## src/rtl/muxbus_pkg.sv

```systemverilog
package muxbus_pkg;

    localparam int TCW       = 4;
    localparam int WAIT_PINS = 2;

    localparam logic [1:0] KIND_NORSRAM = 2'b00;
    localparam logic [1:0] SHARE_AD     = 2'b10;

    typedef logic [TCW-1:0] tick_t;

    typedef enum logic [1:0] {
        ST_IDLE = 2'd0,
        ST_RUN  = 2'd1,
        ST_FIN  = 2'd2
    } seq_st_e;

    typedef struct packed {
        logic [1:0] dev_kind;
        logic [1:0] share_mode;
        logic       wait_en;
        logic       wait_pin;
        logic       wait_hi;
        tick_t      adv_on;
        tick_t      adv_off;
        tick_t      oe_on;
        tick_t      oe_off;
        tick_t      we_on;
        tick_t      we_off;
        tick_t      rd_acc;
        tick_t      wr_acc;
    } cs_cfg_t;

    function automatic logic cfg_usable(cs_cfg_t c);
        return (c.dev_kind == KIND_NORSRAM) && (c.share_mode == SHARE_AD);
    endfunction

    function automatic logic in_window(tick_t t, tick_t lo, tick_t hi);
        return (t >= lo) && (t < hi);
    endfunction

endpackage

```

## src/rtl/muxbus_cfg_bank.sv

```systemverilog
module muxbus_cfg_bank import muxbus_pkg::*; #(
    parameter int NUM_CS = 2,
    parameter int CS_W   = 1
) (
    input  logic            clk,
    input  logic            rst,
    input  logic            wr_en,
    input  logic [CS_W-1:0] wr_cs,
    input  cs_cfg_t         wr_cfg,
    input  logic [CS_W-1:0] rd_cs,
    output cs_cfg_t         rd_cfg
);

    cs_cfg_t cfg_r [NUM_CS];

    for (genvar i = 0; i < NUM_CS; i++) begin : g_slot
        always_ff @(posedge clk) begin
            if (rst) begin
                cfg_r[i] <= '0;
            end else if (wr_en && wr_cs == CS_W'(i)) begin
                cfg_r[i] <= wr_cfg;
            end
        end
    end

    always_comb begin
        rd_cfg = '0;
        for (int k = 0; k < NUM_CS; k++) begin
            if (rd_cs == CS_W'(k)) rd_cfg = cfg_r[k];
        end
    end

endmodule

```

## src/rtl/muxbus_wait_sync.sv

```systemverilog
module muxbus_wait_sync import muxbus_pkg::*; (
    input  logic                 clk,
    input  logic                 rst,
    input  logic [WAIT_PINS-1:0] pins,
    input  logic                 use_en,
    input  logic                 use_pin,
    input  logic                 use_hi,
    output logic                 wait_act
);

    logic [WAIT_PINS-1:0] meta_q;
    logic [WAIT_PINS-1:0] sync_q;

    always_ff @(posedge clk) begin
        if (rst) begin
            meta_q <= '0;
            sync_q <= '0;
        end else begin
            meta_q <= pins;
            sync_q <= meta_q;
        end
    end

    assign wait_act = use_en && (sync_q[use_pin] == use_hi);

endmodule

```

## src/rtl/muxbus_seq_fsm.sv

```systemverilog
module muxbus_seq_fsm import muxbus_pkg::*; (
    input  logic    clk,
    input  logic    rst,
    input  logic    start,
    input  logic    start_rnw,
    input  cs_cfg_t start_cfg,
    input  logic    wait_act,
    output seq_st_e st,
    output tick_t   tick,
    output cs_cfg_t cfg_q,
    output logic    rnw_q,
    output logic    err_q,
    output logic    capture
);

    tick_t acc_pt;
    tick_t end_pt;

    assign acc_pt  = rnw_q ? cfg_q.rd_acc : cfg_q.wr_acc;
    assign end_pt  = rnw_q ? cfg_q.oe_off : cfg_q.we_off;
    assign capture = (st == ST_RUN) && (tick == acc_pt) && !wait_act;

    always_ff @(posedge clk) begin
        if (rst) begin
            st    <= ST_IDLE;
            tick  <= '0;
            cfg_q <= '0;
            rnw_q <= 1'b0;
            err_q <= 1'b0;
        end else begin
            unique case (st)
                ST_IDLE: if (start) begin
                    cfg_q <= start_cfg;
                    rnw_q <= start_rnw;
                    tick  <= '0;
                    err_q <= !cfg_usable(start_cfg);
                    st    <= cfg_usable(start_cfg) ? ST_RUN : ST_FIN;
                end
                ST_RUN: begin
                    if (tick == end_pt) begin
                        st <= ST_FIN;
                    end else if (!(tick == acc_pt && wait_act)) begin
                        tick <= tick + 1'b1;
                    end
                end
                ST_FIN:  st <= ST_IDLE;
                default: st <= ST_IDLE;
            endcase
        end
    end

endmodule

```

## src/rtl/muxbus_seq.sv

```systemverilog
module muxbus_seq import muxbus_pkg::*; #(
    parameter int  BUS_W  = 16,
    parameter int  NUM_CS = 2,
    localparam int CS_W   = (NUM_CS > 1) ? $clog2(NUM_CS) : 1,
    localparam int CFG_W  = $bits(cs_cfg_t)
) (
    input  logic                 clk,
    input  logic                 rst,
    input  logic                 cfg_we,
    input  logic [CS_W-1:0]      cfg_cs,
    input  logic [CFG_W-1:0]     cfg_data,
    input  logic                 req_valid,
    output logic                 req_ready,
    input  logic [CS_W-1:0]      req_cs,
    input  logic                 req_rnw,
    input  logic [BUS_W-1:0]     req_addr,
    input  logic [BUS_W-1:0]     req_wdata,
    output logic                 rsp_done,
    output logic                 rsp_err,
    output logic [BUS_W-1:0]     rsp_rdata,
    output logic [NUM_CS-1:0]    mem_cs_n,
    output logic                 mem_adv_n,
    output logic                 mem_oe_n,
    output logic                 mem_we_n,
    output logic [BUS_W-1:0]     ad_out,
    output logic                 ad_oe,
    input  logic [BUS_W-1:0]     ad_in,
    input  logic [WAIT_PINS-1:0] wait_in
);

    cs_cfg_t         sel_cfg;
    cs_cfg_t         cfg_q;
    seq_st_e         st;
    tick_t           tick;
    logic            rnw_q, err_q, capture, wait_act, start, run, cs_live;
    logic [CS_W-1:0] cs_q;
    logic [BUS_W-1:0] addr_q, wdata_q, rdata_q;

    assign req_ready = (st == ST_IDLE);
    assign start     = req_valid && req_ready;

    muxbus_cfg_bank #(.NUM_CS(NUM_CS), .CS_W(CS_W)) u_bank (
        .clk(clk), .rst(rst),
        .wr_en(cfg_we), .wr_cs(cfg_cs), .wr_cfg(cs_cfg_t'(cfg_data)),
        .rd_cs(req_cs), .rd_cfg(sel_cfg)
    );

    muxbus_wait_sync u_wait (
        .clk(clk), .rst(rst), .pins(wait_in),
        .use_en(cfg_q.wait_en), .use_pin(cfg_q.wait_pin), .use_hi(cfg_q.wait_hi),
        .wait_act(wait_act)
    );

    muxbus_seq_fsm u_fsm (
        .clk(clk), .rst(rst),
        .start(start), .start_rnw(req_rnw), .start_cfg(sel_cfg),
        .wait_act(wait_act),
        .st(st), .tick(tick), .cfg_q(cfg_q), .rnw_q(rnw_q),
        .err_q(err_q), .capture(capture)
    );

    always_ff @(posedge clk) begin
        if (rst) begin
            cs_q    <= '0;
            addr_q  <= '0;
            wdata_q <= '0;
            rdata_q <= '0;
        end else begin
            if (start) begin
                cs_q    <= req_cs;
                addr_q  <= req_addr;
                wdata_q <= req_wdata;
            end
            if (capture && rnw_q) rdata_q <= ad_in;
        end
    end

    assign run     = (st == ST_RUN);
    assign cs_live = run || ((st == ST_FIN) && !err_q);

    for (genvar i = 0; i < NUM_CS; i++) begin : g_cs
        assign mem_cs_n[i] = !(cs_live && cs_q == CS_W'(i));
    end

    assign mem_adv_n = !(run && in_window(tick, cfg_q.adv_on, cfg_q.adv_off));
    assign mem_oe_n  = !(run && rnw_q && in_window(tick, cfg_q.oe_on, cfg_q.oe_off));
    assign mem_we_n  = !(run && !rnw_q && in_window(tick, cfg_q.we_on, cfg_q.we_off));
    assign ad_oe     = run && ((tick < cfg_q.adv_off) || !rnw_q);
    assign ad_out    = (tick < cfg_q.adv_off) ? addr_q : wdata_q;

    assign rsp_done  = (st == ST_FIN);
    assign rsp_err   = (st == ST_FIN) && err_q;
    assign rsp_rdata = rdata_q;

endmodule

```

## config.mk

```make
export PLATFORM = sky130hd
export DESIGN_NAME = muxbus_seq
export DESIGN_NICKNAME = d
export VERILOG_FILES = /design/src/rtl/muxbus_pkg.sv /design/src/rtl/muxbus_cfg_bank.sv /design/src/rtl/muxbus_wait_sync.sv /design/src/rtl/muxbus_seq_fsm.sv /design/src/rtl/muxbus_seq.sv
export SDC_FILE = /design/constraint.sdc
export NUM_CORES = 1
export LEC_CHECK = 0
export BUFFER_PORTS_ARGS = -buffer_cell sky130_fd_sc_hd__buf_4
export CORE_AREA = 2 2 110 155
export CTS_CLUSTER_DIAMETER = 100
export DETAILED_ROUTE_END_ITERATION = 7
export DIE_AREA = 0 0 112 157
export PLACE_DENSITY = 0.71
export SKIP_LAST_GASP = 1
export SYNTH_ARGS = -nofsm -noshare
export SYNTH_HDL_FRONTEND = slang
export SYNTH_HIERARCHICAL = 1
export SYNTH_SLANG_ARGS = --single-unit
```

## constraint.sdc

```tcl
create_clock -name clk -period 4.4 [get_ports clk]
set_clock_uncertainty 0.1 [all_clocks]
set_input_delay 0.22 -clock clk [delete_from_list [all_inputs] [get_ports clk]]
set_output_delay 0.22 -clock clk [all_outputs]
set_load 0.02 [all_outputs]
```

==> reports/qor.yml, run 1 <==
die:
  num_io_pins: 137
  die_w_um: 112
  die_y_um: 157
  initial_core_util_pct: 48.8
  rows: 55
  core_area_sq_um: 16100
  die_area_sq_um: 17600
final_layout:
  area_growth_pct: 27.5
  multi_input_area_sq_um: 3240
  fin_area_sq_um: 10000
  drive_gt1_share_pct: 23.7
  nets: 1092
  regArea_sq_um: 4260
  fillerInstances: 1305
  diodes: 0
sta:
  setup_violations: 0
  worst_pin_slew_ns: 0.763
  finalHoldViolations: 0
  worst_slew_margin_rel_pct: 49.2
  fin_tns_setup_ns: 0
  whs_ns: 0.0182
  fin_crit_sh_pct: 67.5
  finalCriticalPeriod_ns: 2.97
  rsz0062_at_grt: "false"
  fmax_mhz: 337
  drv_slew: 0
yosys:
  synth_warnings: 6
  netlist_instances: 804
  synth_nets: 922
  synth_area_sq_um: 7850
  synth_area_per_cell_sq_um: 9.77
critical_path:
  cp.required_ns: 4.08
  rr_startpoint: "u_fsm/rnw_q$_SDFFE_PP0P_"
  startpoint_type: "register"
  critPathCapture: "ad_out[15]"
  r2r_cells: 6
  critPathLaunch: "u_fsm/tick[2]$_SDFFE_PP0P_"
  endpoint_kind: "output port"
  cp_max_fo: 12
  r2r_setup_slack_ns: 1.67
  path_class: "reg -> out"
  r2r_end: "u_fsm/tick[0]$_SDFFE_PP0P_"
  worstPathArrival_ns: 2.65
power_and_ir_drop:
  clockPowerShare_pct: 36.1
  comb_power_share_pct: 14.5
  p_sw_share_pct: 25.1
  power_switching_w: 0.000939
  seq_power_share_pct: 49.3
  power_density_nw_per_um2: 374
  power_leakage_nw: 3.99
  internal_power_w: 0.00281
  total_power_w: 0.00374
  ir_drop_uv: 241
clock_network:
  tritoncts: "built"
  clockBufferDepth: 2
  cts_root_buf: "clkbuf_16"
  htree_levels: 4
  clkLatencyLatePin_ns: 0.43
  post-cts-setup-buffers: 0
  clk_pin_slew_ns: 0.07
  cts_buffers: 17
  cts_num_sinks: 174
placement:
  dpl.hpwl_um: 10700
  post_dp_cell_area_sq_um: 8930
  portBuffers: 136
  gp_congestion: 0.795
grt:
  grt_pass1_vias: 5820
  antenna_found_initial: 0
  grtUsageTotal_pct: 19.4
  grt_max_degree: 75
  grt_pass1_wl_um: 27500
  grt_overflow: 0
flow_run:
  drv_cap: 0
drt:
  vias_per_cell: 5.05
  wl_met1_um: 7360
  wl_met3_um: 874
  initialDrtViolationCount: 452
  drt-total-wl_um: 16800
  wire_per_inst_um: 14.1
  ant_nets: 0
  top_layer_used: "met4"
  via_count: 5988
  dr.pass1.iters: 4
  wl_met2_um: 8180
  drcViolationCount: 0
status:
  status: "finished, final reports clean"
worst_hold_path:
  holdCritPathClass: "in -> reg"
==> worst max-delay path: stages (launching register included) <==
cell     delay [ns]
dfxtp_1        0.66
ha_1           0.33
o21a_1         0.16
nor2_1         0.15
a21o_2         0.37
mux2_2         0.38
buf_4          0.16
==> sequential cells by signal, summed over array words and instances (netlist names) <==
| signal | cells |
|---|---|
| wdata_q | 16 |
| u_fsm/err_q | 1 |
| u_fsm/tick | 4 |
| u_fsm/st | 2 |
| u_wait/meta_q | 2 |
| u_fsm/cfg_q | 35 |
| addr_q | 16 |
| cs_q | 1 |
| u_fsm/rnw_q | 1 |
| rsp_rdata | 16 |
| u_wait/sync_q | 2 |
| u_bank/cfg_r | 78 |
==> placed cells by master, fill, tap and decap left out, types with 6 or more instances in the layout <==
cell,count
nand2_1,185
buf_4,144
a21oi_1,97
dfxtp_1,96
nor2_1,87
edfxtp_1,78
dlygate4sd3_1,54
nand2b_1,50
mux2_2,37
inv_1,25
ha_1,22
mux2_4,19
clkbuf_16,17
mux2i_1,10
nor2b_1,6
==> metal layers <==
layer	vias up	global-route usage (%)
met2	180	33.2
met5	-	0
met3	22	4.00
met4	0	7.03
met1	2762	24.2
li1	3024	-
==> final cells by class <==
type / count / area share, %
repair buffers: 198 / 16.2
clock inverters: 12 / 0.887
flip-flops and latches: 174 / 42.6
inverters: 26 / 0.975
well taps: 199 / 2.49
multi-input cells: 557 / 32.4
clock buffers: 20 / 4.46
==> power groups by stage <==
| stage | sequential, W | clock (W) | combinational, W |
|---|---|---|---|
| 2_1_floorplan | 0.00187 | 0 | 0.000352 |
| 3_3_place_gp | 0.00188 | 0 | 0.000501 |
| 3_5_place_dp | 0.00188 | 0 | 0.000506 |
| 4_1_cts | 0.00185 | 0.00139 | 0.000548 |
| 5_1_grt | 0.00186 | 0.00145 | 0.000598 |
| 6_report | 0.00185 | 0.00135 | 0.000545 |
==> how the worst min path moves through the flow <==
stage,start,end,slack [ns],depth (start not counted)
after CTS,cfg_data[38],u_bank/cfg_r[0][38]$_SDFFCE_PN0P_,0.003,3
after detailed placement,u_wait/meta_q[1]$_SDFF_PP0_,u_wait/sync_q[1]$_SDFF_PP0_,0.33,1
after global routing,cfg_data[2],u_bank/cfg_r[1][2]$_SDFFCE_PN0P_,0.01,3
final,cfg_data[36],u_bank/cfg_r[1][36]$_SDFFCE_PN0P_,0.02,3
after global placement,u_wait/meta_q[1]$_SDFF_PP0_,u_wait/sync_q[1]$_SDFF_PP0_,0.33,1
after floorplan,rst,u_wait/meta_q[0]$_SDFF_PP0_,0.19,1
==> timing repair <==
item,4_1_cts,5_1_grt
resized for setup,0,0
hold buffers,54,0
hold endpoints to repair,54,0
==> through the flow <==
step,util (%),std cells,setup slack (ns)
finish,62.2,1186,1.43
global route,62.2,1186,1.31
CTS,62.2,1186,1.39
detailed placement,55.5,1100,1.65
global placement,55.5,1100,1.70
floorplan,-,804,2.12
Power figures use the tool's default switching activity.
==> run 2, diff against run 1 <==
--- a/config.mk
+++ b/config.mk
@@ -10,7 +10,7 @@
 export CTS_CLUSTER_DIAMETER = 100
 export DETAILED_ROUTE_END_ITERATION = 7
 export DIE_AREA = 0 0 112 157
-export PLACE_DENSITY = 0.71
+export PLACE_DENSITY = 0.74
 export SKIP_LAST_GASP = 1
 export SYNTH_ARGS = -nofsm -noshare
 export SYNTH_HDL_FRONTEND = slang
==> constraint.sdc (replaced) <==
create_clock -name clk -period 2.39 [get_ports clk]
set_clock_uncertainty 0.1 [all_clocks]
set_input_delay 0.1195 -clock clk [delete_from_list [all_inputs] [get_ports clk]]
set_output_delay 0.1195 -clock clk [all_outputs]
set_load 0.02 [all_outputs]
==> run 2 against run 1 <==
Against the previous run:
- global-route usage grew 0.95 points
- via count rose by 3.7%
- sequential power increased by 84%
- critical path depth is 1 higher
- hold slack gained 0.13 ns
- clock power rose by 99%
- cell count rose by 4.6%
- combinational power increased by 110%
- routed wire length is 7.0% higher
- largest cell class unchanged
==> reports/qor.yml, run 2 (synthesis results as in run 1) <==
status:
  status: "finished, final reports clean"
drt:
  drt-total-wl_um: 17900
  drcViolationCount: 0
  initialDrtViolationCount: 573
  ant_nets: 0
  vias_per_cell: 5.01
  wire_per_inst_um: 14.5
  via_count: 6210
  dr.pass1.iters: 4
sta:
  fmax_mhz: 436
  fin_crit_sh_pct: 96.1
  drv_slew: 0
  finalHoldViolations: 0
  fin_tns_setup_ns: 0
  whs_ns: 0.149
  finalCriticalPeriod_ns: 2.30
  setup_violations: 0
  worst_slew_margin_rel_pct: 65.2
  worst_pin_slew_ns: 0.521
power_and_ir_drop:
  total_power_w: 0.00723
  power_density_nw_per_um2: 675
  power_leakage_nw: 4.32
  ir_drop_uv: 492
placement:
  dpl.hpwl_um: 11100
  portBuffers: 136
  dp.cells: 1114
  gp_congestion: 0.805
clock_network:
  htree_levels: 4
  clk_pin_slew_ns: 0.07
  tritoncts: "built"
  cts_num_sinks: 174
  clkLatencyLatePin_ns: 0.42
  clockBufferDepth: 2
  cts_root_buf: "clkbuf_16"
  cts_buffers: 17
final_layout:
  largest_reg_flops: 78
  postLayoutCoreUtil_pct: 66.5
  area_growth_pct: 36.5
  top_regs: "u_bank/cfg_r: 78 flops, u_fsm/cfg_q: 35 flops"
  layout_common_cells: "184 x nand2_1, 151 x buf_4, 97 x a21oi_1, 90 x dfxtp_1, 90 x dlygate4sd3_1"
  largest-register: "u_bank/cfg_r"
  drive_gt1_share_pct: 25.8
  finalNonFillerCells: 1240
  nets: 1145
  layout_commonest_cell: "nand2_1"
critical_path:
  critPathMaxStageDelay_ns: 0.37
  startpoint_type: "register"
  path_cells: "ha_1 -> o21a_1 -> nor2_4 -> a21oi_2 -> buf_6 -> mux2_4 -> buf_6"
  endpoint_kind: "output port"
  worstPathArrival_ns: 2.08
  cp.required_ns: 2.17
  cp_slowest_cell: "dfxtp_4"
  crit_top_cell: "buf_6"
  path_class: "reg -> out"
  cp_max_fo: 8
flow_run:
  drv_cap: 0
grt:
  grt_pass1_wl_um: 28700
  grt_overflow: 0
  grtUsageTotal_pct: 20.3
  grt_pass1_vias: 6108
  grt_max_degree: 115
  antenna_found_initial: 0
die:
  die_w_um: 112
  core_area_sq_um: 16100
  die_y_um: 157
  num_io_pins: 137
  rows: 55
  die_area_sq_um: 17600
  initial_core_util_pct: 48.8
worst_hold_path:
  holdCritPathClass: "in -> reg"
==> run 2: changes by cell type in the layout (fill, tap and decap cells not counted), sizes merged <==
cell,delta
a21o,+1
diode,+1
dlygate4sd3,+36
bufinv,+1
clkinvlp,-5
buf,+16
clkinv,+1
inv,+3
==> run 2: worst max-delay path, delay by kind of cell, from the launching register on <==
| family | cells | cell delay (ns) |
|---|---|---|
| mux | 1 | 0.33 |
| flops | 1 | 0.37 |
| compound gates | 2 | 0.30 |
| fa+ha+maj | 1 | 0.28 |
| simple gates | 1 | 0.06 |
| buf+inv | 2 | 0.31 |
==> run 2: worst paths after layout <==
path	from	cells after the start	to	slack, ns
min	rst	3	u_bank/cfg_r[0][38]$_SDFFCE_PN0P_	0.15
max	u_fsm/tick[3]$_SDFFE_PP0P_	7	ad_out[10]	0.09
max reg2reg	u_fsm/cfg_q[33]$_SDFFE_PP0P_	6	u_fsm/tick[0]$_SDFFE_PP0P_	0.12
min reg2reg	u_wait/meta_q[1]$_SDFF_PP0_	1	u_wait/sync_q[1]$_SDFF_PP0_	0.35
==> run 2: stage by stage <==
step / setup slack (ns) / area (sq um)
after CTS: -0.0585 / 10600
after detailed placement: 0.0636 / 9080
after floorplan: 0.107 / 7850
final: 0.0942 / 10700
after global placement: 0.127 / 9080
after global routing: -0.00706 / 10700
==> run 2: cell type report <==
cell class | instances | area [sq um]
Multi-Input combinational cell | 558 | 3350
Sequential cell | 174 | 4270
Clock inverter | 12 | 124
Fill cell | 1233 | 5390
Inverter | 26 | 97.6
Tap cell | 199 | 249
Timing Repair Buffer | 250 | 2160
Clock buffer | 20 | 457
Antenna cell | 1 | 2.50
==> run 2: where the power goes <==
group / total [W] / switching [W] / leakage (nW) / internal (W)
registers: 0.00340 / 0.0000854 / 1.58 / 0.00332
logic: 0.00115 / 0.000564 / 2.45 / 0.000587
clock network: 0.00268 / 0.00116 / 0.287 / 0.00152
==> run 2: per-layer routing <==
layer  share of wire [%]  vias up  global-route usage (%)
li1                    -     3127                       -
met1                  43     2894                    23.7
met2                  51      169                    36.8
met3                 4.3       20                    4.66
met4                 1.5        0                    7.03
met5                   0        -                       0
==> run 2: what timing repair did <==
| item | 4_1_cts | 5_1_grt |
|---|---|---|
| buffers inserted | 1 | 1 |
| gates cloned | 0 | 1 |
| resized for setup | 3 | 34 |
| endpoints found under the hold margin | 129 | 0 |
| pin swaps | 0 | 4 |
| hold buffers | 90 | 0 |
| setup endpoints to repair | 19 | 38 |
==> run 3, diff against run 2 <==
--- a/config.mk
+++ b/config.mk
@@ -11,6 +11,7 @@
 export DETAILED_ROUTE_END_ITERATION = 7
 export DIE_AREA = 0 0 112 157
 export PLACE_DENSITY = 0.74
+export RECOVER_POWER = 50
 export SKIP_LAST_GASP = 1
 export SYNTH_ARGS = -nofsm -noshare
 export SYNTH_HDL_FRONTEND = slang
==> run 3 against run 2 <==
Against the previous run:
- clock power about the same
- routed wire length about the same
- sequential cell count unchanged
- maximum frequency decreased by 0.31%
- sequential power about the same
- die area unchanged
- sequential share of layout area about the same
- hold slack improved by 0.036 ns
- power about the same
- register-to-register slack about the same
- final area decreased by 0.10%
- largest cell class unchanged
==> reports/qor.yml, run 3 (synthesis results as in run 1) <==
power_and_ir_drop:
  internal_power_w: 0.00542
  power_leakage_nw: 4.31
  total_power_w: 0.00724
  seq_power_share_pct: 47.0
  comb_power_share_pct: 15.8
  p_sw_share_pct: 25.1
  clockPowerShare_pct: 37.1
  power_density_nw_per_um2: 676
  power_switching_w: 0.00182
  ir_drop_uv: 490
clock_network:
  clk_pin_slew_ns: 0.06
  tritoncts: "built"
  clkLatencyLatePin_ns: 0.43
  clockBufferDepth: 2
  cts_root_buf: "clkbuf_16"
  cts_num_sinks: 174
  cts_buffers: 17
  htree_levels: 4
final_layout:
  fillerInstances: 1237
  drive_gt1_share_pct: 25.7
  area_growth_pct: 36.3
  largest_reg_flops: 78
  nets: 1145
  postLayoutCoreUtil_pct: 66.5
  largest-register: "u_bank/cfg_r"
  top_regs: "u_bank/cfg_r: 78 flops, u_fsm/cfg_q: 35 flops"
  fin_area_sq_um: 10700
  layout_commonest_cell: "nand2_1"
  layout_common_cells: "184 x nand2_1, 148 x buf_4, 97 x a21oi_1, 90 x dfxtp_1, 90 x dlygate4sd3_1"
  diodes: 0
grt:
  grt_max_degree: 115
  grt_pass1_vias: 6108
  grt_overflow: 0
  antenna_found_initial: 0
  grt_pass1_wl_um: 28700
  grtUsageTotal_pct: 20.3
critical_path:
  cp_slowest_cell: "dfxtp_4"
  rr_startpoint: "u_fsm/cfg_q[33]$_SDFFE_PP0P_"
  critical_path_buf_inv_count: 2
  endpoint_kind: "output port"
  crit_top_cell: "buf_6"
  cp_max_fo: 8
  worstPathArrival_ns: 2.08
  path_class: "reg -> out"
  critPathMaxStageDelay_ns: 0.37
  startpoint_type: "register"
  cp.required_ns: 2.17
  path_cells: "ha_1 -> o21a_1 -> nor2_4 -> a21oi_2 -> buf_6 -> mux2_4 -> buf_6"
  critPathLaunch: "u_fsm/tick[3]$_SDFFE_PP0P_"
  critPathTopFamily: "flip-flops"
placement:
  post_dp_cell_area_sq_um: 9080
  dpl.hpwl_um: 11100
  dpl_worst_slack_ns: 0.0636
  gp_congestion: 0.805
  portBuffers: 136
drt:
  wire_per_inst_um: 14.5
  drcViolationCount: 0
  vias_per_cell: 4.99
  dr.pass1.iters: 5
  ant_nets: 0
  drt-total-wl_um: 17900
  via_count: 6181
  initialDrtViolationCount: 537
die:
  rows: 55
  core_area_sq_um: 16100
  die_w_um: 112
  num_io_pins: 137
  die_area_sq_um: 17600
  die_y_um: 157
  initial_core_util_pct: 48.8
sta:
  finalCriticalPeriod_ns: 2.30
  worst_slew_margin_rel_pct: 32.6
  setup_violations: 0
  fin_crit_sh_pct: 96.4
  fmax_mhz: 434
  fin_ws_ns: 0.0870
  finalHoldViolations: 0
  drv_slew: 0
  whs_ns: 0.184
  worst_pin_slew_ns: 1.01
worst_hold_path:
  holdCritPathClass: "in -> reg"
  hp-start: "req_valid"
flow_run:
  drv_cap: 0
status:
  status: "finished, final reports clean"
[run 3: path summary, 6_finish.rpt]
kind                                 end  slack [ns]  cells after the start
max reg2reg   u_fsm/tick[0]$_SDFFE_PP0P_        0.12                      6
max                           ad_out[10]        0.09                      7
min reg2reg  u_wait/sync_q[1]$_SDFF_PP0_        0.35                      1
min              addr_q[11]$_SDFFE_PP0P_        0.18                      5
[run 3: area by class of cell]
| class | count | area (sq um) | area share [%] |
|---|---|---|---|
| clock inverters | 12 | 124 | 1.16 |
| repair buffers | 250 | 2150 | 20.1 |
| well taps | 199 | 249 | 2.33 |
| inverters | 26 | 97.6 | 0.912 |
| multi-input cells | 558 | 3350 | 31.3 |
| flip-flops and latches | 174 | 4270 | 39.9 |
| clock buffers | 20 | 457 | 4.27 |
[run 3: stage by stage]
stage / std cells / setup TNS, ns
finish: 1239 / 0
global route: 1239 / -0.00706
CTS: 1237 / -0.262
detailed placement: 1114 / 0
global placement: 1114 / 0
floorplan: 804 / 0
[run 3: power by group through the flow]
stage                     Combinational [W]  Sequential (W)  Clock [W]
after floorplan                    0.000648         0.00344          0
after global placement             0.000952         0.00345          0
after CTS                           0.00110         0.00340    0.00275
after global routing                0.00125         0.00342    0.00287
after detailed placement           0.000965         0.00347          0
final                               0.00115         0.00340    0.00269
[run 3: timing repair]
action,CTS,global route
gates resized for setup,3,34
hold buffers,90,0
hold endpoints to repair,129,0
gates cloned,0,1
buffers inserted,1,1
setup endpoints to repair,19,38
pin swaps,0,4
[run 3: layer usage]
layer  global-route usage (%)  routed length (um)
met5                        0                   0
met1                     23.7                7520
met2                     36.8                9280
met4                     7.03                 262
met3                     4.66                 853
[run 3: tightest hold or removal path, delay by kind of cell]
kind,cells,cell delay (ns)
buf+inv,2,0.33
compound gates,1,0.05
simple gates,2,0.16
